===== config.mk =====
export PLATFORM = sky130hd
export DESIGN_NAME = dual_wiper_ctrl
export DESIGN_NICKNAME = d
export VERILOG_FILES = /design/src/rtl/dw_pkg.sv /design/src/rtl/dw_sync.sv /design/src/rtl/dw_frame_fsm.sv /design/src/rtl/dw_wiper_unit.sv /design/src/rtl/dual_wiper_ctrl.sv
export SDC_FILE = /design/constraint.sdc
export NUM_CORES = 1
export LEC_CHECK = 0
export ABC_AREA = 1
export CAP_MARGIN = 5
export CORE_UTILIZATION = 54
export DETAILED_ROUTE_END_ITERATION = 16
export PLACE_DENSITY = 0.77
export SLEW_MARGIN = 20
export SYNTH_ARGS = -nofsm -noshare
export SYNTH_HDL_FRONTEND = slang
export SYNTH_SLANG_ARGS = --single-unit

===== constraint.sdc =====
create_clock -name clk -period 1.7 [get_ports clk]
set_input_delay 0.17 -clock clk [delete_from_list [all_inputs] [get_ports clk]]
set_output_delay 0.17 -clock clk [all_outputs]
set_load 0.01 [all_outputs]

===== src/rtl/dw_pkg.sv =====
package dw_pkg;
    localparam int FRAME_BITS = 24;
    localparam int CMD_W      = 4;
    localparam int ADR_W      = 4;

    typedef enum logic [1:0] {FS_IDLE, FS_SHIFT, FS_EXEC} frame_state_e;

    typedef enum logic [2:0] {
        W_HOLD, W_LOAD, W_INC, W_DEC, W_DBL, W_HALF
    } wiper_op_e;

    localparam logic [3:0] C_NOP      = 4'h0;
    localparam logic [3:0] C_RST_ONE  = 4'h1;
    localparam logic [3:0] C_STO_ONE  = 4'h2;
    localparam logic [3:0] C_STO_ALL  = 4'h3;
    localparam logic [3:0] C_INC_ONE  = 4'h4;
    localparam logic [3:0] C_INC_ALL  = 4'h5;
    localparam logic [3:0] C_DEC_ONE  = 4'h6;
    localparam logic [3:0] C_DEC_ALL  = 4'h7;
    localparam logic [3:0] C_RST_ALL  = 4'h8;
    localparam logic [3:0] C_RD_ONE   = 4'h9;
    localparam logic [3:0] C_RD_ALL   = 4'hA;
    localparam logic [3:0] C_LOAD     = 4'hB;
    localparam logic [3:0] C_HALF_ONE = 4'hC;
    localparam logic [3:0] C_HALF_ALL = 4'hD;
    localparam logic [3:0] C_DBL_ONE  = 4'hE;
    localparam logic [3:0] C_DBL_ALL  = 4'hF;
endpackage


===== src/rtl/dw_sync.sv =====
module dw_sync #(
    parameter int           W       = 3,
    parameter logic [W-1:0] RST_VAL = '0
) (
    input  logic         clk,
    input  logic         rst_n,
    input  logic [W-1:0] d,
    output logic [W-1:0] q
);
    for (genvar i = 0; i < W; i++) begin : g_bit
        logic s1, s2;
        always_ff @(posedge clk or negedge rst_n) begin
            if (!rst_n) begin
                s1 <= RST_VAL[i];
                s2 <= RST_VAL[i];
            end else begin
                s1 <= d[i];
                s2 <= s1;
            end
        end
        assign q[i] = s2;
    end
endmodule


===== src/rtl/dw_frame_fsm.sv =====
module dw_frame_fsm
    import dw_pkg::*;
#(
    parameter int FB = FRAME_BITS
) (
    input  logic          clk,
    input  logic          rst_n,
    input  logic          sclk_s,
    input  logic          cs_n_s,
    input  logic          mosi_s,
    input  logic          load_en,
    input  logic [FB-1:0] load_word,
    output logic          exec,
    output logic [FB-1:0] frame,
    output logic          miso
);
    localparam int CW = $clog2(FB) + 1;

    frame_state_e state_q, state_d;
    logic [CW-1:0] cnt_q;
    logic [FB-1:0] sh_q;
    logic          sclk_d;
    logic          sclk_rise;

    assign sclk_rise = sclk_s && !sclk_d;

    always_ff @(posedge clk or negedge rst_n) begin
        if (!rst_n) state_q <= FS_IDLE;
        else        state_q <= state_d;
    end

    always_comb begin
        state_d = state_q;
        unique case (state_q)
            FS_IDLE:  if (!cs_n_s) state_d = FS_SHIFT;
            FS_SHIFT: if (cs_n_s)  state_d = (cnt_q == CW'(FB)) ? FS_EXEC : FS_IDLE;
            FS_EXEC:  state_d = FS_IDLE;
            default:  state_d = FS_IDLE;
        endcase
    end

    always_comb begin
        exec  = (state_q == FS_EXEC);
        frame = sh_q;
        miso  = sh_q[FB-1];
    end

    always_ff @(posedge clk or negedge rst_n) begin
        if (!rst_n) begin
            sclk_d <= 1'b0;
            cnt_q  <= '0;
            sh_q   <= '0;
        end else begin
            sclk_d <= sclk_s;
            if (state_q == FS_IDLE) begin
                cnt_q <= '0;
            end else if (state_q == FS_SHIFT && !cs_n_s == 1'b1 && sclk_rise) begin
                sh_q <= {sh_q[FB-2:0], mosi_s};
                if (cnt_q != '1) cnt_q <= cnt_q + 1'b1;
            end else if (state_q == FS_EXEC && load_en) begin
                sh_q <= load_word;
            end
        end
    end

    p_exec_cs_high_r1: assert property (@(posedge clk) disable iff (!rst_n)
        exec |-> cs_n_s);
    p_exec_from_shift_r2: assert property (@(posedge clk) disable iff (!rst_n)
        (state_q == FS_SHIFT && cs_n_s && cnt_q != CW'(FB)) |=> !exec);
endmodule


===== src/rtl/dw_wiper_unit.sv =====
module dw_wiper_unit
    import dw_pkg::*;
#(
    parameter int              CODE_W    = 10,
    parameter logic [CODE_W-1:0] RST_CODE = CODE_W'(1 << (CODE_W - 1))
) (
    input  logic              clk,
    input  logic              rst_n,
    input  logic              en,
    input  wiper_op_e         op,
    input  logic [CODE_W-1:0] data,
    output logic [CODE_W-1:0] code
);
    localparam logic [CODE_W-1:0] TOP = '1;

    logic [CODE_W-1:0] code_q, code_d;

    always_comb begin
        code_d = code_q;
        unique case (op)
            W_LOAD:  code_d = data;
            W_INC:   code_d = (code_q == TOP) ? TOP : code_q + 1'b1;
            W_DEC:   code_d = (code_q == '0) ? '0 : code_q - 1'b1;
            W_DBL:   code_d = code_q[CODE_W-1] ? TOP : {code_q[CODE_W-2:0], 1'b0};
            W_HALF:  code_d = {1'b0, code_q[CODE_W-1:1]};
            default: code_d = code_q;
        endcase
    end

    always_ff @(posedge clk or negedge rst_n) begin
        if (!rst_n)  code_q <= RST_CODE;
        else if (en) code_q <= code_d;
    end

    assign code = code_q;

    p_hold_without_exec_r1: assert property (@(posedge clk) disable iff (!rst_n)
        !en |=> $stable(code_q));
    p_step_size_r6: assert property (@(posedge clk) disable iff (!rst_n)
        (en && (op == W_INC || op == W_DEC)) |=>
        ((code_q - $past(code_q)) == CODE_W'(1) ||
         ($past(code_q) - code_q) == CODE_W'(1) || $stable(code_q)));
endmodule


===== src/rtl/dual_wiper_ctrl.sv =====
module dual_wiper_ctrl
    import dw_pkg::*;
#(
    parameter int CODE_W = 10
) (
    input  logic              clk,
    input  logic              rst_n,
    input  logic              spi_sclk,
    input  logic              spi_cs_n,
    input  logic              spi_mosi,
    output logic              spi_miso,
    input  logic              wp_n,
    output logic [CODE_W-1:0] wiper_a,
    output logic [CODE_W-1:0] wiper_b,
    output logic              nv_store,
    output logic              nv_restore,
    output logic [1:0]        nv_sel
);
    localparam int PAD_W = FRAME_BITS - CMD_W - ADR_W - CODE_W;

    logic [2:0] pins_s;
    logic       exec;
    logic [FRAME_BITS-1:0] frame, rd_word;
    logic       rd_en;
    logic [CMD_W-1:0] cmd;
    logic [ADR_W-1:0] adr;
    logic [CODE_W-1:0] dat, sel_code;
    logic [1:0] adr_mask, op_mask, sto_mask, rst_mask;
    wiper_op_e  op;
    logic [CODE_W-1:0] codes [2];

    dw_sync #(.W(3), .RST_VAL(3'b010)) u_sync (
        .clk(clk), .rst_n(rst_n),
        .d({spi_mosi, spi_cs_n, spi_sclk}), .q(pins_s)
    );

    dw_frame_fsm u_fsm (
        .clk(clk), .rst_n(rst_n),
        .sclk_s(pins_s[0]), .cs_n_s(pins_s[1]), .mosi_s(pins_s[2]),
        .load_en(rd_en), .load_word(rd_word),
        .exec(exec), .frame(frame), .miso(spi_miso)
    );

    assign cmd = frame[FRAME_BITS-1 -: CMD_W];
    assign adr = frame[FRAME_BITS-CMD_W-1 -: ADR_W];
    assign dat = frame[CODE_W-1:0];
    assign adr_mask = (adr == ADR_W'(0)) ? 2'b01 :
                      (adr == ADR_W'(1)) ? 2'b10 : 2'b00;
    assign sel_code = adr_mask[1] ? codes[1] : codes[0];

    always_comb begin
        op       = W_HOLD;
        op_mask  = 2'b00;
        sto_mask = 2'b00;
        rst_mask = 2'b00;
        rd_en    = 1'b0;
        rd_word  = frame;
        unique case (cmd)
            C_RST_ONE:  rst_mask = adr_mask;
            C_RST_ALL:  rst_mask = 2'b11;
            C_STO_ONE:  sto_mask = adr_mask;
            C_STO_ALL:  sto_mask = 2'b11;
            C_INC_ONE:  begin op = W_INC;  op_mask = adr_mask; end
            C_INC_ALL:  begin op = W_INC;  op_mask = 2'b11;    end
            C_DEC_ONE:  begin op = W_DEC;  op_mask = adr_mask; end
            C_DEC_ALL:  begin op = W_DEC;  op_mask = 2'b11;    end
            C_LOAD:     begin op = W_LOAD; op_mask = adr_mask; end
            C_HALF_ONE: begin op = W_HALF; op_mask = adr_mask; end
            C_HALF_ALL: begin op = W_HALF; op_mask = 2'b11;    end
            C_DBL_ONE:  begin op = W_DBL;  op_mask = adr_mask; end
            C_DBL_ALL:  begin op = W_DBL;  op_mask = 2'b11;    end
            C_RD_ONE: begin
                rd_en   = exec && (adr_mask != 2'b00);
                rd_word = {cmd, adr, {PAD_W{1'b0}}, sel_code};
            end
            C_RD_ALL: begin
                rd_en   = exec;
                rd_word = {cmd, {(FRAME_BITS-CMD_W-2*CODE_W){1'b0}}, codes[1], codes[0]};
            end
            default: ;
        endcase
    end

    for (genvar i = 0; i < 2; i++) begin : g_wiper
        dw_wiper_unit #(.CODE_W(CODE_W)) u_wiper (
            .clk(clk), .rst_n(rst_n),
            .en(exec && wp_n && op_mask[i]),
            .op(op), .data(dat), .code(codes[i])
        );
    end

    assign wiper_a = codes[0];
    assign wiper_b = codes[1];

    always_ff @(posedge clk or negedge rst_n) begin
        if (!rst_n) begin
            nv_store   <= 1'b0;
            nv_restore <= 1'b0;
            nv_sel     <= 2'b00;
        end else begin
            nv_store   <= exec && wp_n && (sto_mask != 2'b00);
            nv_restore <= exec && (rst_mask != 2'b00);
            nv_sel     <= exec ? (sto_mask | rst_mask) : 2'b00;
        end
    end

    p_wp_freeze_r10: assert property (@(posedge clk) disable iff (!rst_n)
        !wp_n |=> ($stable(wiper_a) && $stable(wiper_b)));
    p_wp_no_store_r10: assert property (@(posedge clk) disable iff (!rst_n)
        !wp_n |=> !nv_store);
    p_req_exclusive_r11: assert property (@(posedge clk) disable iff (!rst_n)
        !(nv_store && nv_restore));
    p_req_single_r11: assert property (@(posedge clk) disable iff (!rst_n)
        (nv_store || nv_restore) |=> !(nv_store || nv_restore));
endmodule


==> run summary <==
result of the run: finished clean
Post-Syn Nets: 686
first-pass GRT wire length: 21.1 mm
total leakage power: 0.00264 µW
largest fanout of any net on the critical path: 8
FF+latch area: 0.00159 mm²
relative contribution of combinational cells to total power: 0.122
I/O pins: 31
category of the worst setup path launch point: flip-flop
post-synthesis compound-gate area fraction: 0.152
achievable clock frequency: 600 MHz
unrepaired setup endpoints after global routing: yes
H-tree depth: 3
final slew viol count: 0
WS Path Type: reg -> out
remaining design rule violation count: 0
fraction of final layout cells sized beyond drive strength 1: 0.174
area share of and/or/nand/nor cells after synthesis: 0.347
cell area after placement: 0.00515 mm²
Filler Cell Count: 639
reg-to-reg critical path endpoint: g_wiper[1].u_wiper.code[7]$_DFFE_PN0P_
Worst Max-Slew Pin Slew: 430 ps
final hold violation count: 0
xor-xnor portion of the synthesized cell area: 0.0235
hold-critical path depth: 1
worst hold path endpoint: u_sync.g_bit[1].s1$_DFF_PN1_
number of flops mapped to enable cells by yosys: 0
Reg clk slew, reported paths: 70 ps
headroom to the max-slew limit: 0.713
final estimated routing congestion in global placement: 1.03
number of different library cells in the post-synthesis netlist: 37
final number of setup-violating endpoints: 0
cell count after synthesis: 674
number of antenna violations at the first check in global routing: 0
Syn Std Cell Area: 0.00448 mm²
Yosys warning total: 0
deepest clock path buffer count: 2
FFs w/ async S/R, synth: 1.00
CP startpoint: g_wiper[1].u_wiper.code[7]$_DFFE_PN0P_
count of cells along the worst register-to-register path: 10
# diodes: 0
Min-Delay Startpoint: spi_cs_n
Critical Path End Type: output port
antenna violation net count after detailed routing: 0
final clock skew: 14.9 ps
sw power: 975 µW
Clk Latency, worst-skew pair: 350 ps
TritonCTS sink count: 63
leftover overflow at the end of global routing: 0
floorplan core area: 0.00789 mm²
CTS root buffer: sky130_fd_sc_hd__clkbuf_8
placement row count: 32
max capacitance violation total: 0
dominant combinational cell family by area after synthesis: simple AND/OR/NAND/NOR gates
final clock period utilization by the worst path: 0.980
WL per Instance: 15.5 µm
# port buffers: 30
TNS Setup: 0 ps
setup slack of the worst register-to-register path: 100 ps
TritonCTS Buffers: 9
sequential share of power: 0.488
arrival time at the worst endpoint: 1500 ps
worst hold slack across all endpoints: 234 ps
fin crit period: 1670 ps
aggregate routed wire length: 13.1 mm
Clock Power Share: 0.389
multiplexer fraction of the synthesized cell area: 0
worst vdd ir: 0.000547 V
number of global-route vias before repair: 4553
die boundary width: 93.1 µm
sequential-to-total area share from yosys stat: 0.353
aggregate global-route resource usage: 0.312
overall power consumption: 3440 µW
Internal: 2470 µW
worst reg2reg path startpoint: g_wiper[1].u_wiper.code[0]$_DFFE_PN0P_
design area: 0.00554 mm²
chip height: 93.1 µm
DRC marker count from the first detailed-route iteration: 408
synthesis-to-finish area growth: 23.6%
switching power share of the total: 0.283
initial core utilization: 0.568
total of flip-flops plus latches after synthesis: 63
number of iterations in the first detailed-routing pass: 6
area of the multi-input gates: 0.00253 mm²
post-synthesis area per instance: 6.65 µm²
half-perimeter wire length of the detailed placement result: 9.19 mm
Inst Count DP: 820
nets@finish: 750
worst endpoint required time: 1530 ps
clock tree from TritonCTS: done
power density over the cells: 621 mW/mm²
largest net degree at the start of global routing: 64
Die Footprint: 0.00867 mm²
hold crit path type: in -> reg
DR vias: 4955
adder-cell share of the synthesized area: 0.0168
final cell count without fillers: 845
Via-to-Cell Ratio: 5.86
top flip-flop cell by instance count after synthesis: sky130_fd_sc_hd__dfrtp_1
synth_stat cells (2+ instances only):
library cell / instances / share of area
sky130_fd_sc_hd__nand3_1: 50 / 0.056
sky130_fd_sc_hd__nand3b_1: 2 / 0.0033
sky130_fd_sc_hd__or2_2: 2 / 0.0028
sky130_fd_sc_hd__inv_1: 73 / 0.061
sky130_fd_sc_hd__nand4_1: 18 / 0.025
sky130_fd_sc_hd__nor3_1: 3 / 0.0033
sky130_fd_sc_hd__ha_1: 6 / 0.017
sky130_fd_sc_hd__o21ai_0: 42 / 0.047
sky130_fd_sc_hd__a22oi_1: 4 / 0.0067
sky130_fd_sc_hd__xor2_1: 12 / 0.023
sky130_fd_sc_hd__clkbuf_1: 7 / 0.0059
sky130_fd_sc_hd__buf_2: 18 / 0.020
sky130_fd_sc_hd__a31oi_1: 15 / 0.021
sky130_fd_sc_hd__nand2_1: 185 / 0.15
sky130_fd_sc_hd__inv_2: 8 / 0.0067
sky130_fd_sc_hd__dfrtp_1: 59 / 0.33
sky130_fd_sc_hd__o21ai_2: 2 / 0.0039
sky130_fd_sc_hd__nand3_2: 4 / 0.0089
sky130_fd_sc_hd__nand2_2: 3 / 0.0042
sky130_fd_sc_hd__dfstp_2: 4 / 0.023
sky130_fd_sc_hd__nor2_2: 3 / 0.0042
sky130_fd_sc_hd__o21a_1: 4 / 0.0067
sky130_fd_sc_hd__buf_4: 7 / 0.012
sky130_fd_sc_hd__a21oi_1: 35 / 0.039
sky130_fd_sc_hd__o21ai_1: 2 / 0.0022
sky130_fd_sc_hd__nor2_1: 85 / 0.071
sky130_fd_sc_hd__o211ai_1: 10 / 0.017
sky130_fd_sc_hd__nor2_4: 2 / 0.0050
metal layers:
| layer | wire (µm) | up-vias | global-route usage |
|---|---|---|---|
| met3 | 1160 | 58 | 0.0520 |
| met2 | 6230 | 308 | 0.506 |
| met1 | 5220 | 2272 | 0.387 |
| met4 | 515 | 0 | 0.192 |
| li1 | - | 2317 | - |
| met5 | 0 | - | 0 |
cells by family after synthesis:
group / after synthesis
XOR/XNOR: 12
AO/OA/AOI/OAI: 118
flip-flops: 63
adder cells (fa/ha/maj): 6
buffers and inverters: 115
AND/OR/NAND/NOR: 360
power groups by stage:
stage	clock network (µW)	logic, µW	registers (µW)
after floorplan	0	266	1680
after global placement	0	391	1700
after detailed placement	0	403	1700
after CTS	1360	410	1680
after global routing	1430	474	1690
final	1340	421	1680
per-stage QoR:
step,utilization,setup slack [ps]
after global routing,0.703,-14.0
after detailed placement,0.652,-8.68
after global placement,0.652,55.0
final,0.703,33.8
after floorplan,-,32.4
after CTS,0.681,13.5
layout by cell type (no fill, tap or decap), types with 5 or more instances in the layout:
| cell | instances |
|---|---|
| sky130_fd_sc_hd__dfrtp_2 | 5 |
| sky130_fd_sc_hd__inv_1 | 70 |
| sky130_fd_sc_hd__o21ai_0 | 40 |
| sky130_fd_sc_hd__dfrtp_1 | 54 |
| sky130_fd_sc_hd__buf_4 | 48 |
| sky130_fd_sc_hd__clkbuf_8 | 10 |
| sky130_fd_sc_hd__nand2_1 | 184 |
| sky130_fd_sc_hd__nor2_4 | 7 |
| sky130_fd_sc_hd__a21oi_1 | 35 |
| sky130_fd_sc_hd__o211ai_1 | 10 |
| sky130_fd_sc_hd__nor2_1 | 75 |
| sky130_fd_sc_hd__clkdlybuf4s50_1 | 28 |
| sky130_fd_sc_hd__buf_12 | 5 |
| sky130_fd_sc_hd__nor2_2 | 8 |
| sky130_fd_sc_hd__inv_2 | 10 |
| sky130_fd_sc_hd__xor2_1 | 12 |
| sky130_fd_sc_hd__nand4_1 | 18 |
| sky130_fd_sc_hd__nand3_1 | 48 |
| sky130_fd_sc_hd__a31oi_1 | 15 |
sequential cells by signal (all words and copies together) (netlist names):
name                  count
u_fsm.sclk_d              1
g_wiper.u_wiper.code     20
u_fsm.state_q             2
nv_sel                    2
u_sync.g_bit.s1           3
nv_store                  1
u_fsm.frame              24
u_sync.g_bit.s2           3
u_fsm.cnt_q               6
nv_restore                1
layout make-up:
type                       count  share of cell area
clock buffer                  11              0.0255
clock inverter                 5              0.0106
inverter                      82              0.0562
multi-input combinational    496               0.457
sequential                    63               0.287
tap                          102              0.0230
timing repair buffer          86               0.142
how the worst max path moves through the flow:
stage	to	slack [ps]	cells after the start
2_1_floorplan	g_wiper[1].u_wiper.code[9]$_DFFE_PN1P_	30	10
3_3_place_gp	g_wiper[0].u_wiper.code[1]$_DFFE_PN0P_	60	7
3_5_place_dp	g_wiper[0].u_wiper.code[7]$_DFFE_PN0P_	-9	11
4_1_cts	wiper_b[2]	10	2
5_1_grt	g_wiper[0].u_wiper.code[7]$_DFFE_PN0P_	-10	11
6_report	wiper_b[7]	30	2
repair_timing:
item | 4_1_cts | 5_1_grt
buffers inserted | 2 | 6
setup endpoints to repair | 4 | 26
pin swaps | 0 | 3
hold endpoints to repair | 59 | 0
resized for setup | 2 | 37
hold buffers | 1 | 0
worst max-delay path, cell delays in order (launching register included):
cell and delay (ps):
sky130_fd_sc_hd__dfrtp_1 420, sky130_fd_sc_hd__buf_4 200, sky130_fd_sc_hd__clkdlybuf4s50_1 540
No activity file was read; power rests on OpenSTA's default activity.
